## src/rtl/ras_pkg.sv

```systemverilog
package ras_pkg;
  typedef enum logic [2:0] {
    MODE_IDLE,
    MODE_SHIFT,
    MODE_WRITE,
    MODE_READ,
    MODE_CAPTURE
  } ras_mode_e;

  // Exactly one request is honoured; zero or several give an idle cycle.
  function automatic ras_mode_e decode_mode(input logic shift_i, input logic write_i,
                                            input logic read_i, input logic capture_i);
    ras_mode_e m;
    m = MODE_IDLE;
    if ($countones({shift_i, write_i, read_i, capture_i}) == 1) begin
      if (shift_i)      m = MODE_SHIFT;
      else if (write_i) m = MODE_WRITE;
      else if (read_i)  m = MODE_READ;
      else              m = MODE_CAPTURE;
    end
    return m;
  endfunction
endpackage

```

## src/rtl/ras_addr_reg.sv

```systemverilog
module ras_addr_reg #(
  parameter int W = 4
) (
  input  logic         clk_i,
  input  logic         rst_ni,
  input  logic         shift_i,
  input  logic         bit_i,
  output logic [W-1:0] addr_o
);
  always_ff @(posedge clk_i or negedge rst_ni) begin
    if (!rst_ni)      addr_o <= '0;
    else if (shift_i) addr_o <= {addr_o[W-2:0], bit_i};
  end
endmodule

```

## src/rtl/ras_onehot_dec.sv

```systemverilog
module ras_onehot_dec #(
  parameter int  IN_W  = 2,
  localparam int OUT_N = 1 << IN_W
) (
  input  logic [IN_W-1:0]  in_i,
  output logic [OUT_N-1:0] out_o
);
  for (genvar k = 0; k < OUT_N; k++) begin : g_line
    assign out_o[k] = (in_i == IN_W'(k));
  end
endmodule

```

## src/rtl/ras_cell_array.sv

```systemverilog
module ras_cell_array #(
  parameter int  ROWS = 4,
  parameter int  COLS = 4,
  localparam int N    = ROWS * COLS
) (
  input  logic            clk_i,
  input  logic            rst_ni,
  input  logic [ROWS-1:0] row_sel_i,
  input  logic [COLS-1:0] col_sel_i,
  input  logic            wr_en_i,
  input  logic            cap_en_i,
  input  logic            wr_bit_i,
  input  logic [N-1:0]    resp_i,
  output logic [N-1:0]    q_o,
  output logic [N-1:0]    sel_o
);
  for (genvar r = 0; r < ROWS; r++) begin : g_row
    for (genvar c = 0; c < COLS; c++) begin : g_col
      localparam int IDX = r * COLS + c;
      assign sel_o[IDX] = row_sel_i[r] & col_sel_i[c];
      always_ff @(posedge clk_i or negedge rst_ni) begin
        if (!rst_ni)                       q_o[IDX] <= 1'b0;
        else if (cap_en_i)                 q_o[IDX] <= resp_i[IDX];
        else if (wr_en_i && sel_o[IDX])    q_o[IDX] <= wr_bit_i;
      end
    end
  end
endmodule

```

## src/rtl/ras_array.sv

```systemverilog
module ras_array #(
  parameter int  ROW_BITS = 2,
  parameter int  COL_BITS = 2,
  localparam int ADDR_W   = ROW_BITS + COL_BITS,
  localparam int ROWS     = 1 << ROW_BITS,
  localparam int COLS     = 1 << COL_BITS,
  localparam int N_FF     = ROWS * COLS
) (
  input  logic            clk_i,
  input  logic            rst_ni,
  input  logic            scan_in_i,
  input  logic            shift_addr_i,
  input  logic            write_i,
  input  logic            read_i,
  input  logic            capture_i,
  input  logic [N_FF-1:0] resp_i,
  output logic [N_FF-1:0] state_o,
  output logic            scan_out_o
);
  import ras_pkg::*;

  ras_mode_e         mode;
  logic [ADDR_W-1:0] addr_q;
  logic [ROWS-1:0]   row_sel;
  logic [COLS-1:0]   col_sel;
  logic [N_FF-1:0]   sel;
  logic              rd_bit;

  assign mode = decode_mode(shift_addr_i, write_i, read_i, capture_i);

  ras_addr_reg #(.W(ADDR_W)) u_addr (
    .clk_i  (clk_i),
    .rst_ni (rst_ni),
    .shift_i(mode == MODE_SHIFT),
    .bit_i  (scan_in_i),
    .addr_o (addr_q)
  );

  ras_onehot_dec #(.IN_W(ROW_BITS)) u_row_dec (
    .in_i (addr_q[ADDR_W-1:COL_BITS]),
    .out_o(row_sel)
  );

  ras_onehot_dec #(.IN_W(COL_BITS)) u_col_dec (
    .in_i (addr_q[COL_BITS-1:0]),
    .out_o(col_sel)
  );

  ras_cell_array #(.ROWS(ROWS), .COLS(COLS)) u_cells (
    .clk_i    (clk_i),
    .rst_ni   (rst_ni),
    .row_sel_i(row_sel),
    .col_sel_i(col_sel),
    .wr_en_i  (mode == MODE_WRITE),
    .cap_en_i (mode == MODE_CAPTURE),
    .wr_bit_i (scan_in_i),
    .resp_i   (resp_i),
    .q_o      (state_o),
    .sel_o    (sel)
  );

  // AND-OR read mux driven by the one-hot cell select
  assign rd_bit = |(state_o & sel);

  always_ff @(posedge clk_i or negedge rst_ni) begin
    if (!rst_ni)                 scan_out_o <= 1'b0;
    else if (mode == MODE_READ)  scan_out_o <= rd_bit;
  end
endmodule

```

## config.mk

```make
export PLATFORM = sky130hd
export DESIGN_NAME = ras_array
export DESIGN_NICKNAME = d
export VERILOG_FILES = /design/src/rtl/ras_pkg.sv /design/src/rtl/ras_addr_reg.sv /design/src/rtl/ras_onehot_dec.sv /design/src/rtl/ras_cell_array.sv /design/src/rtl/ras_array.sv
export SDC_FILE = /design/constraint.sdc
export NUM_CORES = 1
export LEC_CHECK = 0
export CORE_MARGIN = 2
export CORE_UTILIZATION = 48
export CTS_CLUSTER_SIZE = 16
export DETAILED_ROUTE_END_ITERATION = 6
export GPL_ROUTABILITY_DRIVEN = 0
export PLACE_DENSITY = 0.82
export SETUP_SLACK_MARGIN = 0.3
export SLEW_MARGIN = 10
export SYNTH_ARGS = -nofsm -noshare
export SYNTH_HDL_FRONTEND = slang
export SYNTH_HIERARCHICAL = 1
export SYNTH_SLANG_ARGS = --single-unit
```

## constraint.sdc

```tcl
create_clock -name clk_i -period 3 [get_ports clk_i]
set_input_delay 0.45 -clock clk_i [delete_from_list [all_inputs] [get_ports clk_i]]
set_output_delay 0.45 -clock clk_i [all_outputs]
set_load 0.05 [all_outputs]
```

* Word level (Yosys, flattened, before mapping)
Cells that the tools add are included.
** Operators by class
- Eq/ne operators :: 11
- Add/sub/neg operators :: 3
- Bitwise operators :: 17
- Reduce and logical (&&, ||, !) cells :: 35
- Mux-type cells :: 36
** Operator list (number)
- 1-bit 2-to-1 mux :: 32
- 2-bit nonzero test :: 16
- 1-bit bitwise AND :: 16
- 16-bit bitwise AND :: 1
- 1-bit logical AND :: 16
- 16-bit OR reduction :: 1
- 3-bit 2-to-1 mux :: 4
- 2-bit == test (second input constant) :: 4
- 3-bit by 1-bit == test with 1-bit output (second input constant) :: 2
- 3-bit by 2-bit == test with 1-bit output (second input constant) :: 2
- 1-bit by 1-bit adder with 2-bit output :: 2
- 2-bit by 1-bit == test with 1-bit output (second input constant) :: 2
- 2-bit zero test :: 2
- 2-bit by 2-bit adder with 3-bit output :: 1
- 3-bit == test (second input constant) :: 1
** Word-level totals
- Bits in registers :: 21
- Logic and storage cells :: 120

* Logic depth before layout (Yosys ltp)
Gate-level depths: netlist (run 1).
- Depth in word-level cells :: 8
- Depth in mapped cells :: 12

* Cells and area by module
The synthesis (run 1) kept the hierarchy.
** By module, submodules not included
- ras_cell_array :: sequential area each 400.4 um^2, instances 1, area an instance 1004.7 um^2, cells each 85
- ras_array :: sequential area each 25.0 um^2, instances 1, area an instance 261.5 um^2, cells each 26
- ras_addr_reg :: sequential area each 100.1 um^2, instances 1, area an instance 145.1 um^2, cells each 8
- ras_onehot_dec :: sequential area each 0.0 um^2, instances 2, area an instance 26.3 um^2, cells each 4

* Worst setup path after synthesis (run 1)
No wires, ideal clock.
- Path kind :: input port to flip-flop
- Start point :: in shift_addr_i
- End point :: reg u_cells.q_o[1]
- Setup time :: 0.125 ns
- Required time :: 2.875 ns
- Stages :: 12
- Arrival time :: 2.855 ns
- Path slack :: 0.020 ns
- Cells stage by stage :: inv_1 -> fa_1 -> inv_1 -> ha_1 -> ha_1 -> nor4b_4 -> and2_1 -> buf_6 -> buf_12 -> nand3_1 -> mux2_1 -> mux2_2
** Between the ends
- Cells in the longest elaborated chain, start to end :: 7
** Ends and longest elaborated chain
- from (decl) :: RTL line ras_array.sv:12 : input logic shift_addr_i,
- 1-bit by 1-bit adder with 2-bit output (implied by the code) :: RTL line ras_pkg.sv:15 : if ($countones({shift_i, write_i, read_i, capture_i}) == 1) begin
- 2-bit by 2-bit adder with 3-bit output (implied by the code) :: RTL line ras_pkg.sv:15
- 3-bit by 1-bit == test with 1-bit output :: RTL line ras_pkg.sv:15
- 3-bit 2-to-1 mux * :: RTL line ras_pkg.sv:15
- 3-bit by 2-bit == test with 1-bit output :: RTL line ras_array.sv:54 : .wr_en_i (mode == MODE_WRITE),
- 1-bit logical AND :: RTL line ras_cell_array.sv:24 : else if (wr_en_i && sel_o[IDX]) q_o[IDX] <= wr_bit_i;
- 2-bit nonzero test (no line)
- to (signal, indexed assignment) :: RTL line ras_cell_array.sv:23 : else if (cap_en_i) q_o[IDX] <= resp_i[IDX];
- to (signal, indexed assignment) :: RTL line ras_cell_array.sv:24
- to (decl) :: RTL line ras_cell_array.sv:14 : output logic [N-1:0] q_o,
Every way passes the cells marked *; elsewhere a longest branch is shown, timed or not.
A chain may end at the register's enable or synchronous reset.

* Worst setup path in the final report (run 1)
- Start point :: in write_i
- End point :: reg u_cells.q_o[10]
** Between the ends
- Cells in the longest elaborated chain, start to end :: 7
** Ends and longest elaborated chain
- from (decl) :: RTL line ras_array.sv:13 : input logic write_i,
- 1-bit by 1-bit adder with 2-bit output (implied by the code) :: RTL line ras_pkg.sv:15
- 2-bit by 2-bit adder with 3-bit output (implied by the code) :: RTL line ras_pkg.sv:15
- 3-bit by 1-bit == test with 1-bit output :: RTL line ras_pkg.sv:15
- 3-bit 2-to-1 mux * :: RTL line ras_pkg.sv:15
- 3-bit by 2-bit == test with 1-bit output :: RTL line ras_array.sv:54
- 1-bit logical AND :: RTL line ras_cell_array.sv:24
- 2-bit nonzero test (no line)
Marks and branches as above.

==> results of run 1 <==
## layer usage
| metal | part of all wire (%) | routed length, um | track usage (%) |
|---|---|---|---|
| met5 | 0 | 0 | 0 |
| met4 | 1.9 | 75 | 10.4 |
| met3 | 5.6 | 217 | 4.59 |
| met2 | 51 | 2010 | 38.0 |
| met1 | 41 | 1610 | 29.7 |
## cell usage in the layout, fill, tap and decap left out, drive strengths merged
cell type       n
nor3            1
and2           19
clkbuf          4
nand2           2
nor2            3
dfrtp          21
nor4b           1
fa              1
inv             5
clkdlybuf4s50  36
nand3          17
and2b           2
ha              2
buf            12
a22o            4
mux2           37
a221oi          4
nor2b           2
nand4           1
## registers in the layout, summed over array words and instances (netlist names)
name	cells
scan_out_o	1
u_addr/addr_o	4
u_cells/q_o	16
## metrics by stage
stage,area (um2),instances,hold slack (ns),utilization (%),setup WS [ns]
after floorplan,1500,127,0.154,-,0.120
after global placement,1930,201,0.498,64.9,-0.453
after detailed placement,1930,201,0.503,64.9,-0.564
after CTS,2100,206,0.530,70.5,0.310
after global routing,2170,207,0.539,73.0,0.256
final,2170,207,0.524,73.0,0.280
## worst max-delay path by stage
stage	slack (ns)	cells past startpoint	startpoint	end
after floorplan	0.12	12	shift_addr_i	u_cells/q_o[6]$_DFFE_PN0P_
after global placement	-0.45	12	shift_addr_i	u_cells/q_o[9]$_DFFE_PN0P_
after detailed placement	-0.56	12	shift_addr_i	u_cells/q_o[7]$_DFFE_PN0P_
after CTS	0.31	12	shift_addr_i	u_cells/q_o[1]$_DFFE_PN0P_
after global routing	0.26	12	write_i	u_cells/q_o[1]$_DFFE_PN0P_
final	0.28	12	write_i	u_cells/q_o[10]$_DFFE_PN0P_
## power by group through the flow
stage | clock (mW) | combinational (mW) | sequential, mW
floorplan | 0 | 0.441 | 0.929
global placement | 0 | 1.16 | 0.560
detailed placement | 0 | 1.19 | 0.570
CTS | 0.144 | 1.31 | 0.566
global route | 0.159 | 1.44 | 0.600
finish | 0.141 | 1.38 | 0.575
## cell families after synthesis
family,count (synthesis),synth area share [%]
multiplexers,37,28.7
adder cells (fa/ha/maj),3,3.08
AND/OR/NAND/NOR,48,20.2
flip-flops,21,35.9
buffers and inverters,10,5.64
AO/OA/AOI/OAI,8,6.50
## worst reg2reg max path: cells and delay by family, from the launching register on
family | cells | cell delay, ns
simple gates | 2 | 0.89
mux | 2 | 0.59
flops | 1 | 0.44
## what timing repair did
item / in CTS / in global routing
pin swaps: 4 / 4
endpoints found under the setup margin: 16 / 13
resized for setup: 42 / 13
setup buffers: 0 / 1
gates cloned: 1 / 0
## layout make-up
| type | instances | area [um2] |
|---|---|---|
| clock buffer | 4 | 26.3 |
| multi-input combinational | 96 | 1050 |
| fill | 188 | 805 |
| sequential | 21 | 526 |
| inverter | 5 | 28.8 |
| tap | 33 | 41.3 |
| timing repair buffer | 48 | 498 |
==> metrics.txt, run 1 <==
Pwr Total=2.09 mW; initial antenna violation count=0; gr ovfl total=0; layout cell share with drive strength beyond 1=46.6%; I/O pin count=40; setup TNS=0 ns; largest net degree at the start of global routing=22; # rows=20; Worst Hold Class=reg2reg; yosys warns=6; Worst path top cell family by delay=adder cells; WP buf/inv=4; EDFF count, synth=0; P_sw=1.02 mW; hold buffers post-CTS=0; ys async rst share=100%; antenna viol nets, final=0; Root Buffer=clkbuf_4; synthesized instance count=127; power per cell area=approximately 960 nW/um2; CTS tree=built; die area=roughly 3500 um2; GRT Overall Usage=between 20% and 30%; final hold violation count=0; clock share of power=between 6 and 7%; Commonest cells post-synth=21 x dfrtp_1, 21 x mux2_2, 17 x and2_1; final setup fails=0; H-tree levels=1; maximum root-to-sink buffer count=2; starting density of the core=between 40% and 50%; Min-Delay Startpoint=scan_out_o$_DFFE_PN0N_; Worst-Margin Slew=1.00 ns; clk slew on worst S/H paths=between 0.1 and 0.15 ns; Logic pwr share=65.8%; Lkg Pwr=0.902 nW; core region area=around 3000 um2; DP HPWL=around 2.5 mm; Max Slew Vio Count=0; Post-synth top flop=dfrtp_1; nets@finish=around 200; via count=around 1200; FF-to-FF setup slack=0.97 ns; synth top area cells=dfrtp_1 36%, mux2_2 16%, mux2_1 12%; Int Pwr=1.07 mW; DR iter-0 viols=33; Synth top area share=35.9%; fin crit period=2.72 ns; Post-Syn Nets=153; Num CTS Buffers=3; DR WL/cell=around 19 um; vias in the first global route=approximately 1300; clock skew=0.00235 ns; Rel. slew slack=around a third; Sink Count=21; Crit path largest cell delay=0.55 ns; Synth area leader=dfrtp_1; Layout area overhead=48.5%; post-synthesis cell type count=24; Die Y=59.2 um; worst path cell trace=buf_8 > inv_4 > fa_1 > inv_2 > ha_4 > ha_4 > nor4b_4 > and2_4 > buf_12 > nand3_2 > mux2_4 > mux2_4; TritonRoute pass-1 iters=4; critical path launch point type=input pin; Crit Path Class=in2reg; Peak VDD IR=about 0.00073 V; Crit-path slowest cell=fa_1; # diodes=0; max frequency=about 370 MHz; status=complete, no violations; global-route wire length before repair=around 6.1 mm; Crit path required time=3.20 ns; crit end category=flop; Mapped Area=1460 um2; Syn Area/Cell=about 12 um2; Port Buf Inserts=39; max-cap check violation count=0; Post-Route WL=3.91 mm; reg2reg start=u_addr/addr_o[0]$_DFFE_PN0P_; Worst Hold Path EP=scan_out_o$_DFFE_PN0N_; Horiz. Die Dim=59.2 um; crit share post-route=90.7%; Net Sw Frac=48.9%; RSZ-0062 raised after global routing=yes; worst hold stages=1; CP max FO=8; register area share after synthesis=35.9%; endpoint of the most critical register-to-register path=u_cells/q_o[5]$_DFFE_PN0P_; Seq pwr share=27.5%; worst skew pair latency=a little over 0.3 ns; Reg2Reg Depth=4; vias per cell=5.83; Worst Path Arrival=2.92 ns; Synth Register Bits=21; # DRC=0
No activity file was read; power rests on OpenSTA's default activity.
==> run 2: changes to the inputs <==
--- a/config.mk
+++ b/config.mk
@@ -11,7 +11,6 @@
 export DETAILED_ROUTE_END_ITERATION = 6
 export GPL_ROUTABILITY_DRIVEN = 0
 export PLACE_DENSITY = 0.82
-export SETUP_SLACK_MARGIN = 0.3
 export SLEW_MARGIN = 10
 export SYNTH_ARGS = -nofsm -noshare
 export SYNTH_HDL_FRONTEND = slang
==> metrics.txt, run 2 (synthesized netlist as in run 1, its figures left out) <==
Net Sw Frac=about half; area post-placement=1900 um2; DP HPWL=2.51 mm; Crit Path Class=in2reg; Peak VDD IR=0.000744 V; max-cap check violation count=0; TritonRoute pass-1 iters=5; core region area=2980 um2; Crit path largest cell delay=0.52 ns; clock skew=0.0127 ns; vias in the first global route=1228; setup TNS=0 ns; initial antenna violation count=0; Int Pwr=1.01 mW; Max Slew Vio Count=0; fin crit period=2.89 ns; Rel. slew slack=35.6%; crit share post-route=96.4%; DR iter-0 viols=29; Worst Hold Class=reg2reg; largest net degree at the start of global routing=22; max frequency=346 MHz; # rows=20; RSZ-0062 raised after global routing=no; most common cell after layout, fill and taps aside=clkdlybuf4s50_1; GRT Overall Usage=between 20% and 30%; Worst Path Arrival=3.10 ns; power per cell area=963 nW/um2; final hold violation count=0; clock share of power=7.4%; Biggest register=u_cells/q_o; max reg flops=16; Num CTS Buffers=3; Layout area overhead=40.3%; CP max FO=8; Horiz. Die Dim=59.2 um; maximum root-to-sink buffer count=2; I/O pin count=40; Top Registers=u_cells/q_o (16), u_addr/addr_o (4), scan_out_o (1); Worst Hold Slack=0.541 ns; worst path cell trace=clkdlybuf4s15_1 > inv_2 > fa_1 > inv_1 > ha_2 > ha_4 > nor4b_4 > and2_4 > bufbuf_16 > nand3_2 > mux2_4 > mux2_2; final setup fails=0; Pwr Total=1.98 mW; status=complete, no violations; antenna viol nets, final=0; Root Buffer=clkbuf_4; DR WL/cell=17.6 um; Post-Route WL=around 3.6 mm; commonest non-fill, non-tap cells in the layout=36 x clkdlybuf4s50_1, 21 x dfrtp_1, 20 x mux2_2; Worst-Margin Slew=0.963 ns; Sink Count=21; # diodes=0; worst skew pair latency=0.32 ns; crit end category=flop; # DRC=0; Crit path required time=roughly 3.2 ns; starting density of the core=approximately 49%; via count=1186; Die Y=59.2 um; CTS tree=built; Port Buf Inserts=39; Logic pwr share=63.9%; vias per cell=5.73; final core occ=68.9%; FF-to-FF setup slack=1.12 ns; gr ovfl total=0; Crit-path slowest cell=fa_1; final instance area=2050 um2; Lkg Pwr=approximately 0.86 nW; P_sw=0.968 mW; clk slew on worst S/H paths=about 0.12 ns; critical path launch point type=input pin; layout cell share with drive strength beyond 1=34.5%; die area=3510 um2; H-tree levels=1; nets@finish=~200; global-route wire length before repair=5.93 mm; Seq pwr share=between 20 and 30%
==> run 2: area by class of cell <==
class                      count  area, um2
fill                         222        925
tap                           33       41.3
multi-input combinational     96        932
inverter                       5       18.8
clock buffer                   4       26.3
timing repair buffer          48        509
sequential                    21        526
==> run 2: power by group through the flow <==
stage / Combinational, mW / Clock [mW] / Sequential [mW]
2_1_floorplan: 0.424 / 0 / 0.929
3_3_place_gp: 1.15 / 0 / 0.559
3_5_place_dp: 1.18 / 0 / 0.569
4_1_cts: 1.25 / 0.144 / 0.565
5_1_grt: 1.33 / 0.158 / 0.587
6_report: 1.26 / 0.146 / 0.568
==> run 2: worst max-delay path, delay by kind of cell <==
family | cells | cell delay (ns)
fa+ha+maj | 3 | 0.95
buf+inv | 4 | 0.56
mux | 2 | 0.58
simple gates | 3 | 0.55
==> run 2: what timing repair did <==
item                       4_1_cts  5_1_grt
gates cloned                     1        0
gates resized for setup         22        1
setup endpoints to repair       16        5
pin swaps                        3        2
setup buffers                    2        0
hold buffers                     0        0
==> run 2: metrics by stage <==
| step | setup WS, ns | cells |
|---|---|---|
| 2_1_floorplan | 0.0204 | 127 |
| 3_3_place_gp | -0.440 | 200 |
| 3_5_place_dp | -0.550 | 200 |
| 4_1_cts | 0.0764 | 207 |
| 5_1_grt | 0.0242 | 207 |
| 6_report | 0.109 | 207 |
==> run 2: per-layer routing <==
layer | track usage [%] | vias up | wire (um) | part of all wire (%)
li1 | - | 552 | - | -
met1 | 27.9 | 585 | 1550 | 43
met2 | 39.2 | 39 | 1850 | 51
met3 | 4.59 | 10 | 143 | 3.9
met4 | 9.74 | 0 | 96 | 2.6
met5 | 0 | - | 0 | 0
==> run 2: final timing paths <==
check,start,cells past startpoint,end
min,scan_out_o$_DFFE_PN0N_,1,scan_out_o$_DFFE_PN0N_
max in group asynchronous,rst_ni,1,u_cells/q_o[9]$_DFFE_PN0P_
max reg2reg,u_addr/addr_o[0]$_DFFE_PN0P_,6,scan_out_o$_DFFE_PN0N_
min in group asynchronous,rst_ni,1,u_cells/q_o[4]$_DFFE_PN0P_
max,shift_addr_i,12,u_cells/q_o[2]$_DFFE_PN0P_
min reg2reg,scan_out_o$_DFFE_PN0N_,1,scan_out_o$_DFFE_PN0N_
==> run 3: changes to the inputs <==
--- a/config.mk
+++ b/config.mk
@@ -5,12 +5,11 @@
 export SDC_FILE = /design/constraint.sdc
 export NUM_CORES = 1
 export LEC_CHECK = 0
-export CORE_MARGIN = 2
 export CORE_UTILIZATION = 48
 export CTS_CLUSTER_SIZE = 16
 export DETAILED_ROUTE_END_ITERATION = 6
 export GPL_ROUTABILITY_DRIVEN = 0
-export PLACE_DENSITY = 0.82
+export PLACE_DENSITY = 0.77
 export SLEW_MARGIN = 10
 export SYNTH_ARGS = -nofsm -noshare
 export SYNTH_HDL_FRONTEND = slang
==> metrics.txt, run 3 (synthesized netlist as in run 1, its figures left out) <==
status=finished with violations; failing checks=DRC; DR iter-0 viols=33; Placed Cells=~200; Die Y=57.2 um; worst hold stages=1; Post-Route WL=3.67 mm; clk slew on worst S/H paths=0.12 ns; power per cell area=970 nW/um2; reg2reg start=u_addr/addr_o[0]$_DFFE_PN0P_; Port Buf Inserts=39; Crit Path Class=in2reg; fin crit period=2.89 ns; Crit path largest cell delay=0.56 ns; worst path cell trace=dlygate4sd2_1 > inv_2 > fa_1 > inv_2 > ha_4 > ha_4 > nor4b_4 > and2_4 > buf_12 > nand3_2 > mux2_4 > mux2_2; FF-to-FF setup slack=between 1 and 1.5 ns; DR WL/cell=18.0 um; setup repair bufs after CTS=0; layout cell share with drive strength beyond 1=43.4%; final hold violation count=0; # DRC=2; DP HPWL=approximately 2.5 mm; I/O pin count=40; Worst-Margin Slew=0.970 ns; via count=roughly 1200; Pwr Total=approximately 2.0 mW; Root Buffer=clkbuf_4; largest net degree at the start of global routing=22; Worst Path Arrival=between 3 and 4 ns; vias in the first global route=1296; CTS tree=built; endpoint of the most critical register-to-register path=u_cells/q_o[0]$_DFFE_PN0P_; starting density of the core=51.7%; TritonRoute pass-1 iters=7; nets@finish=200; Lkg Pwr=~0.87 nW; gr ovfl total=0; Worst path top cell family by delay=adder cells; CP max FO=8; GRT Overall Usage=25.0%; RSZ-0062 raised after global routing=no; Horiz. Die Dim=57.2 um; most common cell after layout, fill and taps aside=clkdlybuf4s50_1; global-route wire length before repair=approximately 6.2 mm; max-cap check violation count=0; die area=3270 um2; critical path launch point type=input pin; Num CTS Buffers=3; area post-placement=1890 um2; H-tree levels=1; Min-Delay Startpoint=scan_out_o$_DFFE_PN0N_; Top Registers=u_cells/q_o (16), u_addr/addr_o (4), scan_out_o (1); worst skew pair latency=approximately 0.32 ns; commonest non-fill, non-tap cells in the layout=36 x clkdlybuf4s50_1, 21 x dfrtp_1, 21 x mux2_2; Max Slew Vio Count=0; Rel. slew slack=35.1%; final setup fails=0; Cell Count, Final, Fillers Out=around 200; final instance area=2080 um2; Crit path required time=roughly 3.2 ns; crit share post-route=between 90% and 100%; Layout area overhead=42.1%; Peak VDD IR=0.000589 V; GR peak layer=met2; WP buf/inv=4; Crit-path slowest cell=fa_1; Biggest register=u_cells/q_o; maximum root-to-sink buffer count=2; # diodes=0; initial antenna violation count=0; Reg2Reg Depth=4; Worst Hold Path EP=scan_out_o$_DFFE_PN0N_; clock skew=0.00540 ns; vias per cell=5.86; Worst Hold Class=reg2reg; max reg flops=16; crit end category=flop; antenna viol nets, final=0; met3 usage=5.44%; core region area=between 2000 and 3000 um2; global routing usage on met2=between 40% and 50%; Sink Count=21; met1 Track Usage GR=roughly 30%; max frequency=346 MHz; # rows=19
## run 3: repair_timing
item / in CTS / in global routing
gates resized for setup: 36 / 0
hold buffers: 0 / 0
setup endpoints to repair: 16 / 0
hold endpoints to repair: 0 / 0
## run 3: worst register-to-register path, cell delays in order (launching register included)
cell and delay [ns]:
dfrtp_1 0.44, nor2_1 0.57, nand3_2 0.17, mux2_4 0.33, mux2_2 0.26
## run 3: how the worst max path moves through the flow
| stage | from | to | slack, ns | depth (start not counted) |
|---|---|---|---|---|
| after floorplan | shift_addr_i | u_cells/q_o[1]$_DFFE_PN0P_ | 0.02 | 12 |
| final | shift_addr_i | u_cells/q_o[4]$_DFFE_PN0P_ | 0.11 | 12 |
| after CTS | shift_addr_i | u_cells/q_o[5]$_DFFE_PN0P_ | 0.12 | 12 |
| after detailed placement | shift_addr_i | u_cells/q_o[12]$_DFFE_PN0P_ | -0.59 | 12 |
| after global routing | shift_addr_i | u_cells/q_o[4]$_DFFE_PN0P_ | 0.04 | 12 |
| after global placement | shift_addr_i | u_cells/q_o[9]$_DFFE_PN0P_ | -0.45 | 12 |
## run 3: final cells by class
cell class                      count  area (um2)
Sequential cell                    21         526
Timing Repair Buffer               47         479
Inverter                            5        18.8
Multi-Input combinational cell     96         988
Clock buffer                        3        22.5
Tap cell                           31        38.8
Clock inverter                      1        7.51
Fill cell                         206         748
## run 3: metal layers
metal,vias to the layer above,share of wire (%),wire length (um)
li1,550,-,-
met1,590,41,1490
met2,50,53,1950
met3,6,5.2,190
met4,0,1.1,39
met5,-,0,0
## run 3: per-stage QoR
stage          util, %  hold WS, ns  setup TNS, ns  worst slack [ns]
6_report          73.6        0.544              0             0.106
2_1_floorplan        -        0.154              0            0.0204
5_1_grt           73.6        0.578              0            0.0438
3_5_place_dp      67.0        0.501          -9.06            -0.588
4_1_cts           73.6        0.545              0             0.119
3_3_place_gp      67.0        0.503          -6.76            -0.446
## run 3: power breakdown
group | switching [mW] | total, mW | internal (mW)
clock | 0.0967 | 0.148 | 0.0509
sequential | 0.151 | 0.571 | 0.420
combinational | 0.737 | 1.30 | 0.563
total | 0.985 | 2.02 | 1.03
